[config.mk]
export PLATFORM = sky130hd
export DESIGN_NAME = lane_hs_seq
export DESIGN_NICKNAME = d
export VERILOG_FILES = /design/src/rtl/lane_seq_pkg.sv /design/src/rtl/lane_timing_sel.sv /design/src/rtl/lane_dwell_timer.sv /design/src/rtl/lane_seq_fsm.sv /design/src/rtl/lane_hs_seq.sv
export SDC_FILE = /design/constraint.sdc
export NUM_CORES = 1
export LEC_CHECK = 0
export BUFFER_PORTS_ARGS = -buffer_cell sky130_fd_sc_hd__buf_2
export CAP_MARGIN = 25
export CORE_MARGIN = 5
export CORE_UTILIZATION = 36
export CTS_BUF_LIST = sky130_fd_sc_hd__clkbuf_8
export CTS_CLUSTER_DIAMETER = 60
export DETAILED_ROUTE_END_ITERATION = 12
export GPL_ROUTABILITY_DRIVEN = 1
export PLACE_DENSITY_LB_ADDON = 0.08
export SYNTH_ARGS = -nofsm -noshare
export SYNTH_HDL_FRONTEND = slang
export SYNTH_HIERARCHICAL = 1
export SYNTH_SLANG_ARGS = --single-unit
[constraint.sdc]
create_clock -name clk -period 2.4 [get_ports clk]
set_input_delay 0.6 -clock clk [delete_from_list [all_inputs] [get_ports clk]]
set_output_delay 0.6 -clock clk [all_outputs]
set_load 0.05 [all_outputs]
[src/rtl/lane_seq_pkg.sv]
package lane_seq_pkg;
  localparam int FW = 8;

  typedef enum logic [3:0] {
    ST_STOP  = 4'd0,
    ST_REQ   = 4'd1,
    ST_PREP  = 4'd2,
    ST_ZERO  = 4'd3,
    ST_HS    = 4'd4,
    ST_TRAIL = 4'd5,
    ST_EXIT  = 4'd6,
    ST_ULPS  = 4'd7,
    ST_MARK  = 4'd8
  } lane_st_e;

  typedef struct packed {
    logic [FW-1:0] lpx;
    logic [FW-1:0] prep;
    logic [FW-1:0] zero;
    logic [FW-1:0] trail;
    logic [FW-1:0] settle;
  } lane_tim_t;

  // zero-valued field still occupies one cycle
  function automatic logic [FW-1:0] at_least_one(input logic [FW-1:0] v);
    return (v == '0) ? FW'(1) : v;
  endfunction
endpackage

[src/rtl/lane_timing_sel.sv]
module lane_timing_sel
  import lane_seq_pkg::*;
#(
  parameter bit CLOCK_LANE = 1'b0,
  parameter int WORD_W     = 32
) (
  input  logic [WORD_W-1:0] w0,
  input  logic [WORD_W-1:0] w1,
  input  logic [WORD_W-1:0] w2,
  input  logic [WORD_W-1:0] w3,
  output lane_tim_t         tim
);
  localparam int B1 = FW;
  localparam int B2 = 2 * FW;
  localparam int B3 = 3 * FW;

  lane_tim_t raw;

  generate
    if (CLOCK_LANE) begin : g_clk
      always_comb begin
        raw.lpx    = w0[FW-1:0];
        raw.prep   = w3[FW-1:0];
        raw.zero   = w2[B2 +: FW];
        raw.trail  = w2[B3 +: FW];
        raw.settle = w3[B2 +: FW];
      end
      logic unused_clk_bits;
      assign unused_clk_bits = ^{w0[WORD_W-1:FW], w1, w2[B2-1:0], w3[WORD_W-1:B3], w3[B1 +: FW]};
    end else begin : g_data
      always_comb begin
        raw.lpx    = w0[FW-1:0];
        raw.prep   = w0[B1 +: FW];
        raw.zero   = w0[B2 +: FW];
        raw.trail  = w0[B3 +: FW];
        raw.settle = w1[B3 +: FW];
      end
      logic unused_data_bits;
      assign unused_data_bits = ^{w1[B3-1:0], w2, w3};
    end
  endgenerate

  always_comb begin
    tim.lpx    = at_least_one(raw.lpx);
    tim.prep   = at_least_one(raw.prep);
    tim.zero   = at_least_one(raw.zero);
    tim.trail  = at_least_one(raw.trail);
    tim.settle = at_least_one(raw.settle);
  end
endmodule

[src/rtl/lane_dwell_timer.sv]
module lane_dwell_timer #(
  parameter int CW = 8
) (
  input  logic          clk,
  input  logic          rst_n,
  input  logic          load,
  input  logic [CW-1:0] load_val,
  output logic          done
);
  logic [CW-1:0] cnt;

  always_ff @(posedge clk or negedge rst_n) begin
    if (!rst_n)          cnt <= '0;
    else if (load)       cnt <= load_val;
    else if (cnt > CW'(1)) cnt <= cnt - CW'(1);
  end

  assign done = (cnt <= CW'(1));
endmodule

[src/rtl/lane_seq_fsm.sv]
module lane_seq_fsm
  import lane_seq_pkg::*;
(
  input  logic          clk,
  input  logic          rst_n,
  input  logic          hs_en,
  input  logic          ulp_en,
  input  logic          wake,
  input  lane_tim_t     tim,
  input  logic          done,
  output lane_st_e      st,
  output logic          load,
  output logic [FW-1:0] load_val
);
  lane_st_e nxt;

  always_comb begin
    nxt      = st;
    load     = 1'b0;
    load_val = tim.lpx;
    unique case (st)
      ST_STOP: begin
        if (ulp_en) nxt = ST_ULPS;
        else if (hs_en) begin
          nxt = ST_REQ; load = 1'b1; load_val = tim.lpx;
        end
      end
      ST_REQ: if (done) begin
        nxt = ST_PREP; load = 1'b1; load_val = tim.prep;
      end
      ST_PREP: if (done) begin
        nxt = ST_ZERO; load = 1'b1; load_val = tim.zero;
      end
      ST_ZERO: if (done) nxt = ST_HS;
      ST_HS: if (!hs_en) begin
        nxt = ST_TRAIL; load = 1'b1; load_val = tim.trail;
      end
      ST_TRAIL: if (done) begin
        nxt = ST_EXIT; load = 1'b1; load_val = tim.settle;
      end
      ST_EXIT: if (done) nxt = ST_STOP;
      ST_ULPS: if (!ulp_en && wake) nxt = ST_MARK;
      ST_MARK: if (!wake) nxt = ST_STOP;
      default: nxt = ST_STOP;
    endcase
  end

  always_ff @(posedge clk or negedge rst_n) begin
    if (!rst_n) st <= ST_STOP;
    else        st <= nxt;
  end
endmodule

[src/rtl/lane_hs_seq.sv]
module lane_hs_seq
  import lane_seq_pkg::*;
#(
  parameter bit CLOCK_LANE = 1'b0,
  parameter int WORD_W     = 32
) (
  input  logic              clk,
  input  logic              rst_n,
  input  logic              hs_en,
  input  logic              ulp_en,
  input  logic              wake,
  input  logic [WORD_W-1:0] tim_w0,
  input  logic [WORD_W-1:0] tim_w1,
  input  logic [WORD_W-1:0] tim_w2,
  input  logic [WORD_W-1:0] tim_w3,
  output logic [1:0]        lp_line,
  output logic              hs_drive,
  output logic              hs_window,
  output logic [3:0]        step
);
  lane_tim_t     tim;
  lane_st_e      st;
  logic          load, done;
  logic [FW-1:0] load_val;

  lane_timing_sel #(.CLOCK_LANE(CLOCK_LANE), .WORD_W(WORD_W)) u_sel (
    .w0(tim_w0), .w1(tim_w1), .w2(tim_w2), .w3(tim_w3), .tim(tim)
  );

  lane_dwell_timer #(.CW(FW)) u_tmr (
    .clk(clk), .rst_n(rst_n), .load(load), .load_val(load_val), .done(done)
  );

  lane_seq_fsm u_fsm (
    .clk(clk), .rst_n(rst_n), .hs_en(hs_en), .ulp_en(ulp_en), .wake(wake),
    .tim(tim), .done(done), .st(st), .load(load), .load_val(load_val)
  );

  always_comb begin
    unique case (st)
      ST_STOP, ST_EXIT: lp_line = 2'b11;
      ST_REQ:           lp_line = 2'b01;
      ST_MARK:          lp_line = 2'b10;
      default:          lp_line = 2'b00;
    endcase
  end

  assign hs_drive  = (st == ST_ZERO) || (st == ST_HS) || (st == ST_TRAIL);
  assign hs_window = (st == ST_HS);
  assign step      = st;
endmodule

==> results.md <==
* Run status: finished clean
* Slew Viols, Final at 0
* Worst-path clk slew at about 0.050 ns
* Ant diodes at 0
* Root Buffer: clkbuf_8
* Synthesized area at 0.00171 sq mm
* Period Utilization, post-route at between 90% and 100%
* Routed Antenna Nets at 0
* Critical R2R Launch: u_tmr/cnt[0]$_DFFE_PN0P_
* Synth Flop Type: dfrtp_1
* Overall Power at roughly 0.0025 W
* Share of cells above drive strength 1 at around 37%
* Top-count cell post-synth: clkbuf_1
* Worst rel slew slack at 63.7%
* FF-to-FF path depth at 11
* Area Growth Syn to Fin at 16.8%
* Design area at 0.00200 sq mm
* Post-synth EDFFs at 0
* Ranking of synthesized cells by area: dfrtp_1, clkbuf_1, mux2i_1
* Netlist cell types at 54
* Worst setup margin at between 0.2 and 0.25 ns
* Syn nets at 363
* Slew @ Worst Pin at 0.545 ns
* Final hold vios at 0
* Routed wire per std cell at about 16 microns
* TritonCTS Sinks at 12
* Buffers on Ports at between 50 and 60
* I/O Pins at 141
* Gate Count Post-Synth at between 200 and 250
* Largest net degree at the start of global routing at 18
* H-tree levels at 1
* WHS at 0.235 ns
* Core area at 0.00466 sq mm
* DRC Markers at 0
* Synth top area share at 17.5%
* Die width at 79.0 microns
* DP Wirelength at about 4.1 mm
* Vias in the first global route at 1692
* Startpoint types: flop
* Max-Cap Viols at 0
* Overflow after GRT at 0
* Worst setup path startpoint: u_tmr/cnt[0]$_DFFE_PN0P_
* Vias per cell at 5.67
* First-pass detailed-route iteration total at 5
* Clock Latency Late Sink at 0.24 ns
* Layout Nets at 391
* Flops & latches, synth at 12
* RSZ-0062 raised after global routing: no
* DIE AREA at 0.00623 sq mm
* Std-Cell Rows at 25
* Ys async rst share at 100%
* Final core utilization at 42.9%
* CP Capture Type: flop
* Post-Place Worst Slack at between 0.15 and 0.2 ns
* CP Class: reg2reg
* Req. time, crit path at around 2.5 ns
* Lkg Pwr at 0.880 nW
* Synth Warn # at 6
* Critical-path maximum fanout at 14
* Total CTS buffers at 3
* Total wire length at 4.95 mm
* Worst vdd ir at 0.684 mV
* Via count at between 1500 and 2000
* Register area share after synthesis at 17.5%
* Yosys top cell by area: dfrtp_1
* Min Tclk post-route at 2.19 ns
* Setup Skew at 0.00657 ns
* Crit path DAT at 2.31 ns
* Fillers at 478
* Initial Utilization at 36.7%
* Die height at 79.0 microns
* Placement Cell Area at 0.00196 sq mm
* Total GRT Usage at 16.1%
* TritonCTS clock tree: done
* FMAX at 458 MHz
* 1st-iter DRT viols at 105
* Average size of a mapped cell at 7.51 sq um
* Global-route wire length before repair at 8.08 mm
* Routability congestion estimate at 0.863
* Clock buffer depth at 2
* PD cells at 1260 mW/mm^2
* Min-Delay Path Class: in2async
* Initial antenna violation count at 0
* Synth top cells by count: clkbuf_1, nand2_1, mux2i_1
* Final setup viols at 0
-- power by group --
| group | internal, W | switching [W] | leakage, nW |
|---|---|---|---|
| Clock | 0.000110 | 0.0000701 | 0.0216 |
| Sequential | 0.000305 | 0.000187 | 0.146 |
| Combinational | 0.000731 | 0.00112 | 0.713 |
| Total | 0.00115 | 0.00138 | 0.880 |
-- logic make-up (layout without fill, tap and decap cells) --
| group | after synthesis | after routing | synth area share [%] |
|---|---|---|---|
| AO/OA/AOI/OAI | 72 | 72 | 31.7 |
| XOR/XNOR | 3 | 3 | 1.54 |
| adder cells (fa/ha/maj) | 2 | 2 | 1.46 |
| buffers and inverters | 51 | 77 | 12.8 |
| flip-flops | 12 | 12 | 17.5 |
| multiplexers | 13 | 13 | 7.60 |
| AND/OR/NAND/NOR | 75 | 75 | 27.3 |
-- critical path: stages, from the launching register on --
cell      delay [ns]
dfrtp_1         0.41
inv_1           0.12
ha_1            0.23
o211ai_2        0.15
inv_4           0.16
nand3_1         0.09
o21ai_0         0.10
nand2_1         0.08
a21oi_1         0.14
buf_4           0.21
nor2b_1         0.07
a221o_1         0.31
-- flip-flops by register name (all words and copies together) (netlist names) --
register,count
u_tmr/cnt,8
u_fsm/st,4
-- cell usage in the layout (no fill, tap or decap), drive strengths merged, types with 2 or more instances in the layout --
master,netlist,routed
o211ai,3,3
a221o,7,7
nand3,5,5
a21oi,10,10
a22oi,2,2
o22ai,7,7
nand4,2,2
nand2,18,18
o22a,2,2
o31ai,5,5
a21o,6,6
nand3b,3,3
nor2b,5,5
a22o,6,6
o21ai,11,11
nor4,6,6
a31oi,3,3
mux2i,13,13
buf,7,66
xnor2,2,2
nand2b,3,3
dfrtp,12,12
clkbuf,36,3
nor2,13,13
inv,8,8
nor3b,2,2
a21boi,2,2
nor3,13,13
a311oi,2,2
ha,2,2
-- path summary, 6_finish.rpt --
path / endpoint / slack, ns
min: u_tmr/cnt[1]$_DFFE_PN0P_ / 0.24
max: u_tmr/cnt[6]$_DFFE_PN0P_ / 0.21
max in group asynchronous: u_tmr/cnt[0]$_DFFE_PN0P_ / 1.94
min reg2reg: u_tmr/cnt[7]$_DFFE_PN0P_ / 0.67
min in group clk: u_tmr/cnt[7]$_DFFE_PN0P_ / 0.67
max reg2reg: u_tmr/cnt[6]$_DFFE_PN0P_ / 0.21
-- per-layer routing --
| layer | vias up | part of all wire [%] | routed length, microns | global-route usage, % |
|---|---|---|---|---|
| li1 | 877 | - | - | - |
| met3 | 2 | 4.9 | 244 | 1.93 |
| met2 | 58 | 45 | 2210 | 24.7 |
| met5 | - | 0 | 0 | 0 |
| met1 | 808 | 50 | 2480 | 24.1 |
| met4 | 0 | 0.44 | 22 | 3.61 |
-- repair_timing --
action,CTS,global route
hold buffers,0,0
endpoints found under the setup margin,0,4
gates resized for setup,0,2
buffers inserted,0,0
-- layout make-up --
cell class / instances / area, sq um / share of cell area (%)
well taps: 54 / 67.6 / 3.38
flip-flops and latches: 12 / 300 / 15.0
repair buffers: 66 / 365 / 18.3
inverters: 8 / 32.5 / 1.63
multi-input cells: 165 / 1190 / 59.6
clock buffers: 3 / 41.3 / 2.07
-- per-stage QoR --
step / instances / setup TNS, ns
after floorplan: 228 / -0.299
after global placement: 305 / 0
after detailed placement: 305 / 0
after CTS: 308 / 0
after global routing: 308 / 0
final: 308 / 0
No activity file was read; power rests on OpenSTA's default activity.
